$ cat config.mk
export PLATFORM = sky130hd
export DESIGN_NAME = console_mmio
export DESIGN_NICKNAME = d
export VERILOG_FILES = /design/src/rtl/console_pkg.sv /design/src/rtl/console_ctrl.sv /design/src/rtl/console_dp.sv /design/src/rtl/console_mmio.sv
export SDC_FILE = /design/constraint.sdc
export NUM_CORES = 1
export LEC_CHECK = 0
export BUFFER_PORTS_ARGS = -buffer_cell sky130_fd_sc_hd__buf_2
export CAP_MARGIN = 20
export CORE_MARGIN = 10
export CORE_UTILIZATION = 35
export CTS_CLUSTER_DIAMETER = 200
export DETAILED_ROUTE_END_ITERATION = 7
export PLACE_DENSITY_LB_ADDON = 0.1
export RECOVER_POWER = 100
export SLEW_MARGIN = 20
export SYNTH_ARGS = -nofsm -noshare
export SYNTH_HDL_FRONTEND = slang
export SYNTH_HIERARCHICAL = 1
export SYNTH_SLANG_ARGS = --single-unit
$ cat constraint.sdc
create_clock -name clk -period 3.9 [get_ports clk]
set_input_delay 0.78 -clock clk [delete_from_list [all_inputs] [get_ports clk]]
set_output_delay 0.78 -clock clk [all_outputs]
set_load 0.005 [all_outputs]
$ cat src/rtl/console_pkg.sv
package console_pkg;
  typedef enum logic [2:0] {
    SEL_NONE,
    SEL_KSTAT,
    SEL_KDATA,
    SEL_DSTAT,
    SEL_DDATA
  } regSel_e;

  typedef enum logic [1:0] {
    DS_IDLE,
    DS_SEND,
    DS_DRAIN
  } dispState_e;

  typedef struct packed {
    regSel_e sel;
    logic    kbdTake;
    logic    dispLoad;
  } ctrlStrobes_t;
endpackage

$ cat src/rtl/console_ctrl.sv
module console_ctrl
  import console_pkg::*;
#(
  parameter int ADDR_W = 32,
  parameter logic [ADDR_W-1:0] BASE = 32'hFFFF0000
) (
  input  logic              clk,
  input  logic              rstN,
  input  logic              busSel,
  input  logic              busWe,
  input  logic [ADDR_W-1:0] busAddr,
  input  logic              dispBusy,
  output ctrlStrobes_t      strobes,
  output logic              dispReady,
  output logic              dispStrobe
);
  localparam int WIN_LSB = 4;

  dispState_e state, stateNext;
  regSel_e    sel;
  logic       inWindow;

  assign inWindow = (busAddr[ADDR_W-1:WIN_LSB] == BASE[ADDR_W-1:WIN_LSB]) &&
                    (busAddr[1:0] == 2'b00);

  always_comb begin
    sel = SEL_NONE;
    if (inWindow) begin
      case (busAddr[3:2])
        2'd0:    sel = SEL_KSTAT;
        2'd1:    sel = SEL_KDATA;
        2'd2:    sel = SEL_DSTAT;
        default: sel = SEL_DDATA;
      endcase
    end
  end

  assign dispReady = (state == DS_IDLE);
  assign dispStrobe = (state == DS_SEND) && !dispBusy;

  always_comb begin
    strobes.sel      = sel;
    strobes.kbdTake  = busSel && !busWe && (sel == SEL_KDATA);
    strobes.dispLoad = busSel && busWe && (sel == SEL_DDATA) && dispReady;
  end

  always_comb begin
    stateNext = state;
    case (state)
      DS_IDLE:  if (strobes.dispLoad) stateNext = DS_SEND;
      DS_SEND:  if (!dispBusy) stateNext = DS_DRAIN;
      DS_DRAIN: if (!dispBusy) stateNext = DS_IDLE;
      default:  stateNext = DS_IDLE;
    endcase
  end

  always_ff @(posedge clk) begin
    if (!rstN) state <= DS_IDLE;
    else       state <= stateNext;
  end

  // the strobe lasts a single cycle and never meets a busy display
  a_r9_single_pulse: assert property (@(posedge clk) disable iff (!rstN)
    dispStrobe |=> !dispStrobe);
  a_r9_not_busy: assert property (@(posedge clk) disable iff (!rstN)
    dispStrobe |-> !dispBusy);
  // an accepted display write drops ready
  a_r8_ready_drops: assert property (@(posedge clk) disable iff (!rstN)
    strobes.dispLoad |=> !dispReady);
  // ready never returns while busy was seen high
  a_r10_hold_busy: assert property (@(posedge clk) disable iff (!rstN)
    (!dispReady && dispBusy) |=> !dispReady);
endmodule

$ cat src/rtl/console_dp.sv
module console_dp
  import console_pkg::*;
#(
  parameter int DATA_W = 32,
  parameter int BYTE_W = 8
) (
  input  logic              clk,
  input  logic              rstN,
  input  ctrlStrobes_t      strobes,
  input  logic              dispReady,
  input  logic              kbdValid,
  input  logic [BYTE_W-1:0] kbdByte,
  input  logic [DATA_W-1:0] busWdata,
  output logic [DATA_W-1:0] busRdata,
  output logic [BYTE_W-1:0] dispByte
);
  localparam int PAD_W = DATA_W - BYTE_W;

  logic [BYTE_W-1:0] kbdData;
  logic              kbdReady;
  logic              kbdOverrun;
  logic [BYTE_W-1:0] dispData;
  logic              unusedWdata;

  assign unusedWdata = ^busWdata[DATA_W-1:BYTE_W];

  always_ff @(posedge clk) begin
    if (!rstN) begin
      kbdData    <= '0;
      kbdReady   <= 1'b0;
      kbdOverrun <= 1'b0;
    end else if (kbdValid) begin
      kbdData    <= kbdByte;
      kbdReady   <= 1'b1;
      kbdOverrun <= strobes.kbdTake ? 1'b0 : (kbdOverrun | kbdReady);
    end else if (strobes.kbdTake) begin
      kbdReady   <= 1'b0;
      kbdOverrun <= 1'b0;
    end
  end

  always_ff @(posedge clk) begin
    if (!rstN)                 dispData <= '0;
    else if (strobes.dispLoad) dispData <= busWdata[BYTE_W-1:0];
  end

  assign dispByte = dispData;

  always_comb begin
    busRdata = '0;
    case (strobes.sel)
      SEL_KSTAT: busRdata = {{(DATA_W-2){1'b0}}, kbdOverrun, kbdReady};
      SEL_KDATA: busRdata = {{PAD_W{1'b0}}, kbdData};
      SEL_DSTAT: busRdata = {{(DATA_W-1){1'b0}}, dispReady};
      SEL_DDATA: busRdata = {{PAD_W{1'b0}}, dispData};
      default:   busRdata = '0;
    endcase
  end

  // a lone data read empties the keyboard slot
  a_r4_take_clears: assert property (@(posedge clk) disable iff (!rstN)
    (strobes.kbdTake && !kbdValid) |=> (!kbdReady && !kbdOverrun));
  // arrival onto an unread byte flags overrun
  a_r5_overrun_set: assert property (@(posedge clk) disable iff (!rstN)
    (kbdValid && kbdReady && !strobes.kbdTake) |=> kbdOverrun);
  // a same-cycle read and arrival leaves a fresh byte and no overrun
  a_r6_same_cycle: assert property (@(posedge clk) disable iff (!rstN)
    (kbdValid && strobes.kbdTake) |=> (kbdReady && !kbdOverrun));
  // only keyboard events move the keyboard ready flag
  a_r7_ready_quiet: assert property (@(posedge clk) disable iff (!rstN)
    (!kbdValid && !strobes.kbdTake) |=> $stable(kbdReady));
endmodule

$ cat src/rtl/console_mmio.sv
module console_mmio
  import console_pkg::*;
#(
  parameter int ADDR_W = 32,
  parameter int DATA_W = 32,
  parameter int BYTE_W = 8,
  parameter logic [ADDR_W-1:0] BASE = 32'hFFFF0000
) (
  input  logic              clk,
  input  logic              rstN,
  input  logic              busSel,
  input  logic              busWe,
  input  logic [ADDR_W-1:0] busAddr,
  input  logic [DATA_W-1:0] busWdata,
  output logic [DATA_W-1:0] busRdata,
  input  logic              kbdValid,
  input  logic [BYTE_W-1:0] kbdByte,
  output logic [BYTE_W-1:0] dispByte,
  output logic              dispStrobe,
  input  logic              dispBusy
);
  ctrlStrobes_t strobes;
  logic         dispReady;

  console_ctrl #(.ADDR_W(ADDR_W), .BASE(BASE)) i_ctrl (
    .clk(clk), .rstN(rstN), .busSel(busSel), .busWe(busWe),
    .busAddr(busAddr), .dispBusy(dispBusy), .strobes(strobes),
    .dispReady(dispReady), .dispStrobe(dispStrobe)
  );

  console_dp #(.DATA_W(DATA_W), .BYTE_W(BYTE_W)) i_dp (
    .clk(clk), .rstN(rstN), .strobes(strobes), .dispReady(dispReady),
    .kbdValid(kbdValid), .kbdByte(kbdByte), .busWdata(busWdata),
    .busRdata(busRdata), .dispByte(dispByte)
  );
endmodule

==> results of run 1 <==
area by class of cell:
class	instances	area (um^2)	share of cell area [%]
inverters	4	15.0	0.924
multi-input cells	113	766	47.1
repair buffers	72	343	21.1
clock buffers	3	41.3	2.54
flip-flops and latches	20	400	24.6
well taps	48	60.1	3.70
state kept, by name, summed over array words and instances, names as in the netlist:
register and cells:
i_dp/kbdOverrun 1, i_ctrl/state 2, i_dp/kbdData 8, i_dp/dispByte 8
i_dp/kbdReady 1
per-layer routing:
metal	vias to the layer above	GRT usage, %	part of all wire (%)
li1	584	-	-
met2	62	18.6	47
met5	-	0	0
met1	508	11.0	38
met4	0	3.63	0.57
met3	2	5.63	14
critical path, delay by kind of cell:
family          cells  cell delay (ps)
mux                 1              320
buf+inv             2              230
compound gates      2              280
simple gates        4             1320
cells in the final DEF (no fill, tap or decap), types with 2 or more instances in the layout:
| master | n |
|---|---|
| a21oi_1 | 3 |
| a22oi_1 | 7 |
| and4_1 | 2 |
| buf_2 | 54 |
| clkbuf_1 | 16 |
| clkbuf_8 | 3 |
| conb_1 | 24 |
| dfxtp_1 | 20 |
| ha_1 | 3 |
| inv_1 | 4 |
| mux2i_1 | 16 |
| nand3b_1 | 2 |
| nand4_1 | 2 |
| nand4b_1 | 4 |
| nor2_1 | 11 |
| nor2b_1 | 19 |
| nor3b_1 | 3 |
| nor4_2 | 2 |
| o21ai_1 | 2 |
power groups by stage:
stage	clock network, mW	logic, mW	registers (mW)
after floorplan	0	0.0454	0.217
after global routing	0.143	0.0679	0.215
after global placement	0	0.0567	0.219
final	0.130	0.0586	0.214
after detailed placement	0	0.0584	0.219
after CTS	0.136	0.0586	0.214
metrics by stage:
| stage | power, mW | hold WS [ps] | util [%] | area, um^2 |
|---|---|---|---|---|
| floorplan | 0.263 | 483 | - | 1390 |
| global placement | 0.275 | 501 | 44.1 | 1600 |
| detailed placement | 0.277 | 506 | 44.1 | 1600 |
| CTS | 0.409 | 515 | 45.3 | 1650 |
| global route | 0.426 | 556 | 44.7 | 1630 |
| finish | 0.403 | 515 | 44.7 | 1630 |
cell families (layout without fill, tap and decap cells):
logic type | after synthesis | after routing
other | 1 | 24
AND/OR/NAND/NOR | 55 | 55
AO/OA/AOI/OAI | 14 | 14
flip-flops | 20 | 20
adder cells (fa/ha/maj) | 3 | 3
buffers and inverters | 33 | 79
multiplexers | 17 | 17
worst max-delay path by stage:
| stage | slack (ps) | cells after the start | startpoint | to |
|---|---|---|---|---|
| floorplan | 580 | 7 | busAddr[1] | busRdata[0] |
| global placement | 120 | 9 | busAddr[1] | busRdata[7] |
| detailed placement | 100 | 9 | busAddr[1] | busRdata[7] |
| CTS | 110 | 9 | busAddr[1] | busRdata[7] |
| global route | 10 | 9 | busAddr[1] | busRdata[0] |
| finish | 180 | 9 | busAddr[1] | busRdata[0] |
==> metrics, run 1 <==
Worst Tran Pin Value=697 ps; Compound-Gate Fraction of Synth Area=7.51%; Crit-path slowest cell=or4b_1; FF-to-FF setup slack=approximately 2200 ps; Rel. slew slack=53.6%; largest family of logic cells by synthesized area=simple AND/OR/NAND/NOR gates; clock tree buffer depth=2; post-synthesis cell area=around 1300 um^2; post-synthesis mux area share=13.5%; crit path capture type=output port; Area Growth Syn to Fin=25.1%; Sum Neg Setup Slack=0 ps; Worst-Skew Late Latency=250 ps; core area=3630 um^2; starting DRC count in detailed routing=19; dpl ws=105 ps; Hold Vio Cnt, Final=0; Final setup violation count=0; Critical Path RT=approximately 3100 ps; Main synth FF type=dfxtp_1; Die ar.=between 6000 and 7000 um^2; vias in the first global route=1,335; xor/xnor cell area share of the yosys netlist=0%; Yosys warnings=6; Ant. Diodes=0; Global Route Usage Sum=a little over a tenth; CP max FO=5; clock share of power=roughly a third; Max VDD drop=94.4 uV; Placer Congestion=around 0.76; #FFs+latches synth=20; startpoint types=input pin; setup ws final=178 ps; Setup Skew=1.96 ps; Sink Count=20; post-synth top area cell=dfxtp_1; htree depth=1; Min Clock Period, post-route=around 3700 ps; status=complete, no violations; post-route non-filler standard cell count=260; Distinct cells, synth=31; number of synthesized flops with an enable pin=0; RSZ-0062 raised after global routing=no; Num CTS Buffers=3; final wirelength=roughly 3700 um; Most common cell on crit path=buf_2; drt first pass iters=3; adder-cell share of the synthesized area=~2.9%; PortBufs=70; share of the synthesized area in the top cell type=between 30% and 40%; Final ANT Viol Nets=0; cell with the most instances after synthesis=buf_4; Pint=311 uW; depth of the worst hold-timing path=2; synthesized instance count=143; global-route wire length before repair=5840 um; DRC viols=0; filler cell count=414; sequential power share=53.1%; most instantiated cells after synthesis=buf_4 (25), dfxtp_1 (20), nor2b_1 (20), mux2i_1 (16), nor2_1 (11); simple-gate area share of the yosys netlist=27.9%; Worst-path clk slew=70 ps; Leakage=about 0.75 nW; Die Ht=80.9 um; Root Buffer=clkbuf_8; hpwl dp=3150 um; combinational power share=approximately 15%; Synth async-reset ratio=0%; NetSw=91.9 uW; Initial Utilization=between 30% and 40%; destination of the worst hold path=i_dp/kbdOverrun$_SDFFE_PN0P_; layout cell share with drive strength beyond 1=a little under a third; cts-stage hold buffer count=0; CP arrival=2940 ps; DP Cell Count=between 200 and 300; Via density=roughly 4.4; Hold Crit Start=i_dp/kbdOverrun$_SDFFE_PN0P_; drt wl/cell=14.1 um; Hold WC Path Type=reg -> reg; Seq/Total Area, Yosys=a little under a third; via count=1,156; postcts setup bufs=0; crit path kind=in -> out; io pins=119; pin count of the biggest net entering global routing=21; CTS resizes=0; max cap viols=0; reg2reg start=i_ctrl/state[1]$_SDFFE_PN0P_; CTS tree=done; Sw Ratio=22.8%; pins over their slew limit=0; cell count of the worst reg-to-reg path=6; Tcrit/Tclk final=95.4%; die width=80.9 um; initial antenna violation count=0; grt total ovfl=0; RR Endpoint=i_dp/dispByte[0]$_SDFFE_PN0P_; crit path cell chain=buf_2 > or4b_1 > nor4_2 > and4_1 > and2_1 > mux2_4 > a22oi_1 > o21ai_1 > buf_2; FP Rows=22; main area contributors after synthesis=dfxtp_1 (31%), buf_4 (14%), mux2i_1 (12%); Mean Syn Cell Area=9.08 um^2; Nets=295; Max stage delay on crit path=~520 ps; Fmax=0.269 GHz; power density over the cells=248 nW/um^2
Note: power is estimated with default switching activity, not from simulation.
==> run 2: changes to the inputs <==
GPL_TIMING_DRIVEN = 0   (was not set)
==> metrics, run 2 (same netlist as run 1, synthesis figures left out) <==
Setup Skew=around 2.8 ps; Rel. slew slack=52.3%; CTS resizes=0; PortBufs=69; global-route wire length before repair=5590 um; crit path capture type=output port; DP Cell Count=283; layout cell share with drive strength beyond 1=37.2%; area of the multi-input gates=about 760 um^2; htree depth=1; power density over the cells=243 nW/um^2; crit path kind=in -> out; Ant. Diodes=0; CP max FO=5; Global Route Usage Sum=10.5%; RSZ-0062 raised after global routing=no; Worst-Skew Late Latency=250 ps; Worst Tran Pin Value=a little over 700 ps; Placer Congestion=0.734; Sw Ratio=a little over a fifth; Die Ht=80.9 um; Nets=321; pin count of the biggest net entering global routing=12; io pins=between 100 and 150; Initial Utilization=35.7%; hpwl dp=between 3000 and 4000 um; drt first pass iters=4; FF-to-FF setup slack=2230 ps; clock share of power=approximately 35%; Critical Path RT=3120 ps; cts-stage hold buffer count=0; clock tree buffer depth=2; status=complete, no violations; vias in the first global route=1,260; Leakage=roughly 0.89 nW; post-route non-filler standard cell count=~290; Final ANT Viol Nets=0; most frequent cells in the layout=buf_2 (56), buf_4 (24), conb_1 (24), nor2b_1 (20), dfxtp_1 (20); combinational power share=17.3%; max cap viols=0; Tcrit/Tclk final=94.8%; Sink Count=20; Via density=4.30; FF+latch area=400 um^2; Max VDD drop=around 94 uV; Sum Neg Setup Slack=0 ps; core area=3630 um^2; DRC viols=0; Fmax=0.270 GHz; most common cell after layout, fill and taps aside=buf_2; CP arrival=2920 ps; Final setup violation count=0; Die ar.=about 6500 um^2; CTS tree=done; grt total ovfl=0; die width=80.9 um; Finished Cell Area=1820 um^2; pins over their slew limit=0; Area Growth Syn to Fin=40.3%; setup ws final=201 ps; Hold Vio Cnt, Final=0; Overall Power=about 440 uW; postcts setup bufs=0; drt wl/cell=12.6 um; dpl cell area=around 1800 um^2; Root Buffer=clkbuf_8; FP Rows=22; Min Clock Period, post-route=3700 ps; filler cell count=411; Num CTS Buffers=3; Hold WC Path Type=reg -> reg; sequential power share=between 40% and 50%; startpoint types=input pin; NetSw=96.4 uW; dpl ws=161 ps; Worst-path clk slew=~70 ps; final wirelength=3620 um; via count=1,234; initial antenna violation count=0; starting DRC count in detailed routing=32; Pint=between 300 and 400 uW
## run 2: cell types whose count changed in the layout (fill, tap and decap cells not counted), sizes merged
cell / before / now
clkbuf: 20 / 22
buf: 55 / 80
## run 2: through the flow
| stage | hold WS (ps) | utilization (%) |
|---|---|---|
| floorplan | 483 | - |
| global placement | 504 | 49.3 |
| detailed placement | 508 | 49.3 |
| CTS | 520 | 50.8 |
| global route | 545 | 50.1 |
| finish | 518 | 50.1 |
## run 2: metal layers
metal / vias to the layer above / track usage (%) / wire length (um)
met5: - / 0 / 0
met2: 65 / 16.4 / 1560
met1: 522 / 11.8 / 1470
li1: 645 / - / -
met3: 2 / 6.40 / 572
met4: 0 / 3.11 / 21
## run 2: worst max-delay path, cell delays in order
cell	delay (ps)
buf_2	100
or4b_1	520
nor4_2	310
and4_1	250
and2_1	220
mux2_4	310
a22oi_1	210
o21ai_1	90
buf_2	130
## run 2: final timing paths
check,from,to,cells after the start
max,busAddr[1],busRdata[0],9
min,i_dp/kbdOverrun$_SDFFE_PN0P_,i_dp/kbdOverrun$_SDFFE_PN0P_,2
max reg2reg,i_ctrl/state[1]$_SDFFE_PN0P_,i_dp/dispByte[2]$_SDFFE_PN0P_,6
min reg2reg,i_dp/kbdOverrun$_SDFFE_PN0P_,i_dp/kbdOverrun$_SDFFE_PN0P_,2
## run 2: cell type report
cell class	instances	area share (%)
inverter	4	0.824
timing repair buffer	69	17.9
sequential	20	22.0
buffer	29	11.1
tap	48	3.30
clock buffer	4	3.02
multi-input combinational	113	41.9
## run 2: power groups by stage
| stage | sequential (mW) | clock (mW) | combinational (mW) |
|---|---|---|---|
| 4_1_cts | 0.214 | 0.159 | 0.0763 |
| 5_1_grt | 0.214 | 0.169 | 0.0866 |
| 2_1_floorplan | 0.217 | 0 | 0.0454 |
| 3_3_place_gp | 0.218 | 0 | 0.0757 |
| 3_5_place_dp | 0.219 | 0 | 0.0761 |
| 6_report | 0.214 | 0.153 | 0.0768 |
==> run 3: changes to the inputs <==
MAX_ROUTING_LAYER = met4   (was not set)
==> metrics, run 3 (same netlist as run 1, synthesis figures left out) <==
Worst path top cell family by delay=simple AND/OR/NAND/NOR gates; Nets=321; layout cell share with drive strength beyond 1=~37%; Sink Count=20; Crit-path slowest cell=or4b_1; status=complete, no violations; Placer Congestion=0.743; filler cell count=411; Buf/Inv on CP=2; DRC viols=0; Sum Neg Setup Slack=0 ps; starting DRC count in detailed routing=33; metal2 WL=1600 um; most frequent cells in the layout=buf_2 (56), buf_4 (24), conb_1 (24), nor2b_1 (20), dfxtp_1 (20); CP max FO=5; core area=3630 um^2; CTS resizes=0; pin count of the biggest net entering global routing=12; CP arrival=a little under 3000 ps; Final setup violation count=0; via count=about 1,300; PortBufs=69; io pins=119; die width=80.9 um; Leakage=0.894 nW; Fmax=0.269 GHz; RSZ-0062 raised after global routing=no; metal3 WL=397 um; final wirelength=~3600 um; Via density=4.36; Min Clock Period, post-route=3710 ps; Area Growth Syn to Fin=40.3%; crit path cell chain=buf_2 > or4b_1 > nor4_2 > and4_1 > and2_1 > mux2_4 > a22oi_1 > o21ai_1 > buf_2; Hold WC Path Type=reg -> reg; drt wl/cell=12.7 um; Final ANT Viol Nets=0; vias in the first global route=1,259; CTS tree=done; power density over the cells=244 nW/um^2; Worst Tran Pin Value=713 ps; Max stage delay on crit path=520 ps; Worst-Skew Late Latency=250 ps; drt first pass iters=4; grt total ovfl=0; crit path kind=in -> out; Rel. slew slack=between 50% and 60%; most common cell after layout, fill and taps aside=buf_2; Initial Utilization=~36%; postcts setup bufs=0; Global Route Usage Sum=10.8%; DRT met1 WL=between 1500 and 2000 um; Tcrit/Tclk final=95.2%; Worst-path clk slew=70 ps; htree depth=1; Hold Vio Cnt, Final=0; max cap viols=0; global-route wire length before repair=around 5600 um; Die Ht=80.9 um; crit path capture type=output port; Die ar.=6550 um^2; Critical Path RT=between 3000 and 4000 ps; FP Rows=22; FF+latch area=roughly 400 um^2; cts-stage hold buffer count=0; hpwl dp=a little over 3000 um; Ant. Diodes=0; area of the multi-input gates=between 700 and 800 um^2; uppermost layer routed=met3; initial antenna violation count=0; Num CTS Buffers=3; Setup Skew=2.88 ps; Most common cell on crit path=buf_2; Hold WS=523 ps; Max VDD drop=94.7 uV; clock tree buffer depth=2; pins over their slew limit=0; startpoint types=input pin; Root Buffer=clkbuf_8
-- run 3: cell counts in the layout (fill, tap and decap cells not counted) --
No cell type changed its count.
-- run 3: final cells by class --
cell class / instances / share of cell area (%)
tap: 48 / 3.30
clock buffer: 4 / 3.02
timing repair buffer: 69 / 17.9
multi-input combinational: 113 / 41.9
sequential: 20 / 22.0
inverter: 4 / 0.824
buffer: 29 / 11.1
-- run 3: through the flow --
stage / util (%) / worst slack, ps / area [um^2] / power [mW] / std cells
floorplan: - / 579 / 1390 / 0.263 / 166
finish: 50.1 / 189 / 1820 / 0.444 / 287
CTS: 50.8 / 155 / 1850 / 0.449 / 287
detailed placement: 49.3 / 161 / 1790 / 0.295 / 283
global route: 50.1 / 6.28 / 1820 / 0.470 / 287
global placement: 49.3 / 195 / 1790 / 0.294 / 283
-- run 3: power breakdown --
part / leakage (nW) / switching (mW) / internal [mW] / total (mW)
Clock: 0.0288 / 0.0638 / 0.0896 / 0.153
Sequential: 0.163 / 0.00326 / 0.210 / 0.214
Combinational: 0.702 / 0.0299 / 0.0470 / 0.0769
-- run 3: routing by layer --
| layer | track usage, % | vias to the layer above |
|---|---|---|
| met5 | - | - |
| met4 | 3.11 | 0 |
| met3 | 3.53 | 0 |
| met2 | 16.4 | 69 |
| met1 | 13.4 | 535 |
| li1 | - | 646 |
-- run 3: final timing paths --
path                                                       to                    startpoint  depth (start not counted)  slack (ps)
worst max-delay path                              busRdata[0]                    busAddr[1]                          9         190
worst min-delay path             i_dp/kbdOverrun$_SDFFE_PN0P_  i_dp/kbdOverrun$_SDFFE_PN0P_                          2         520
worst max register to register  i_dp/dispByte[6]$_SDFFE_PN0P_  i_ctrl/state[1]$_SDFFE_PN0P_                          6        2220
worst min register to register   i_dp/kbdOverrun$_SDFFE_PN0P_  i_dp/kbdOverrun$_SDFFE_PN0P_                          2         520
-- run 3: worst register-to-register path: stages (launching register included) --
cell      delay (ps)
dfxtp_1          330
nor2_1           160
nand4b_1         160
nor2_1           110
clkbuf_1         500
mux2i_1          260
nor2b_1           60
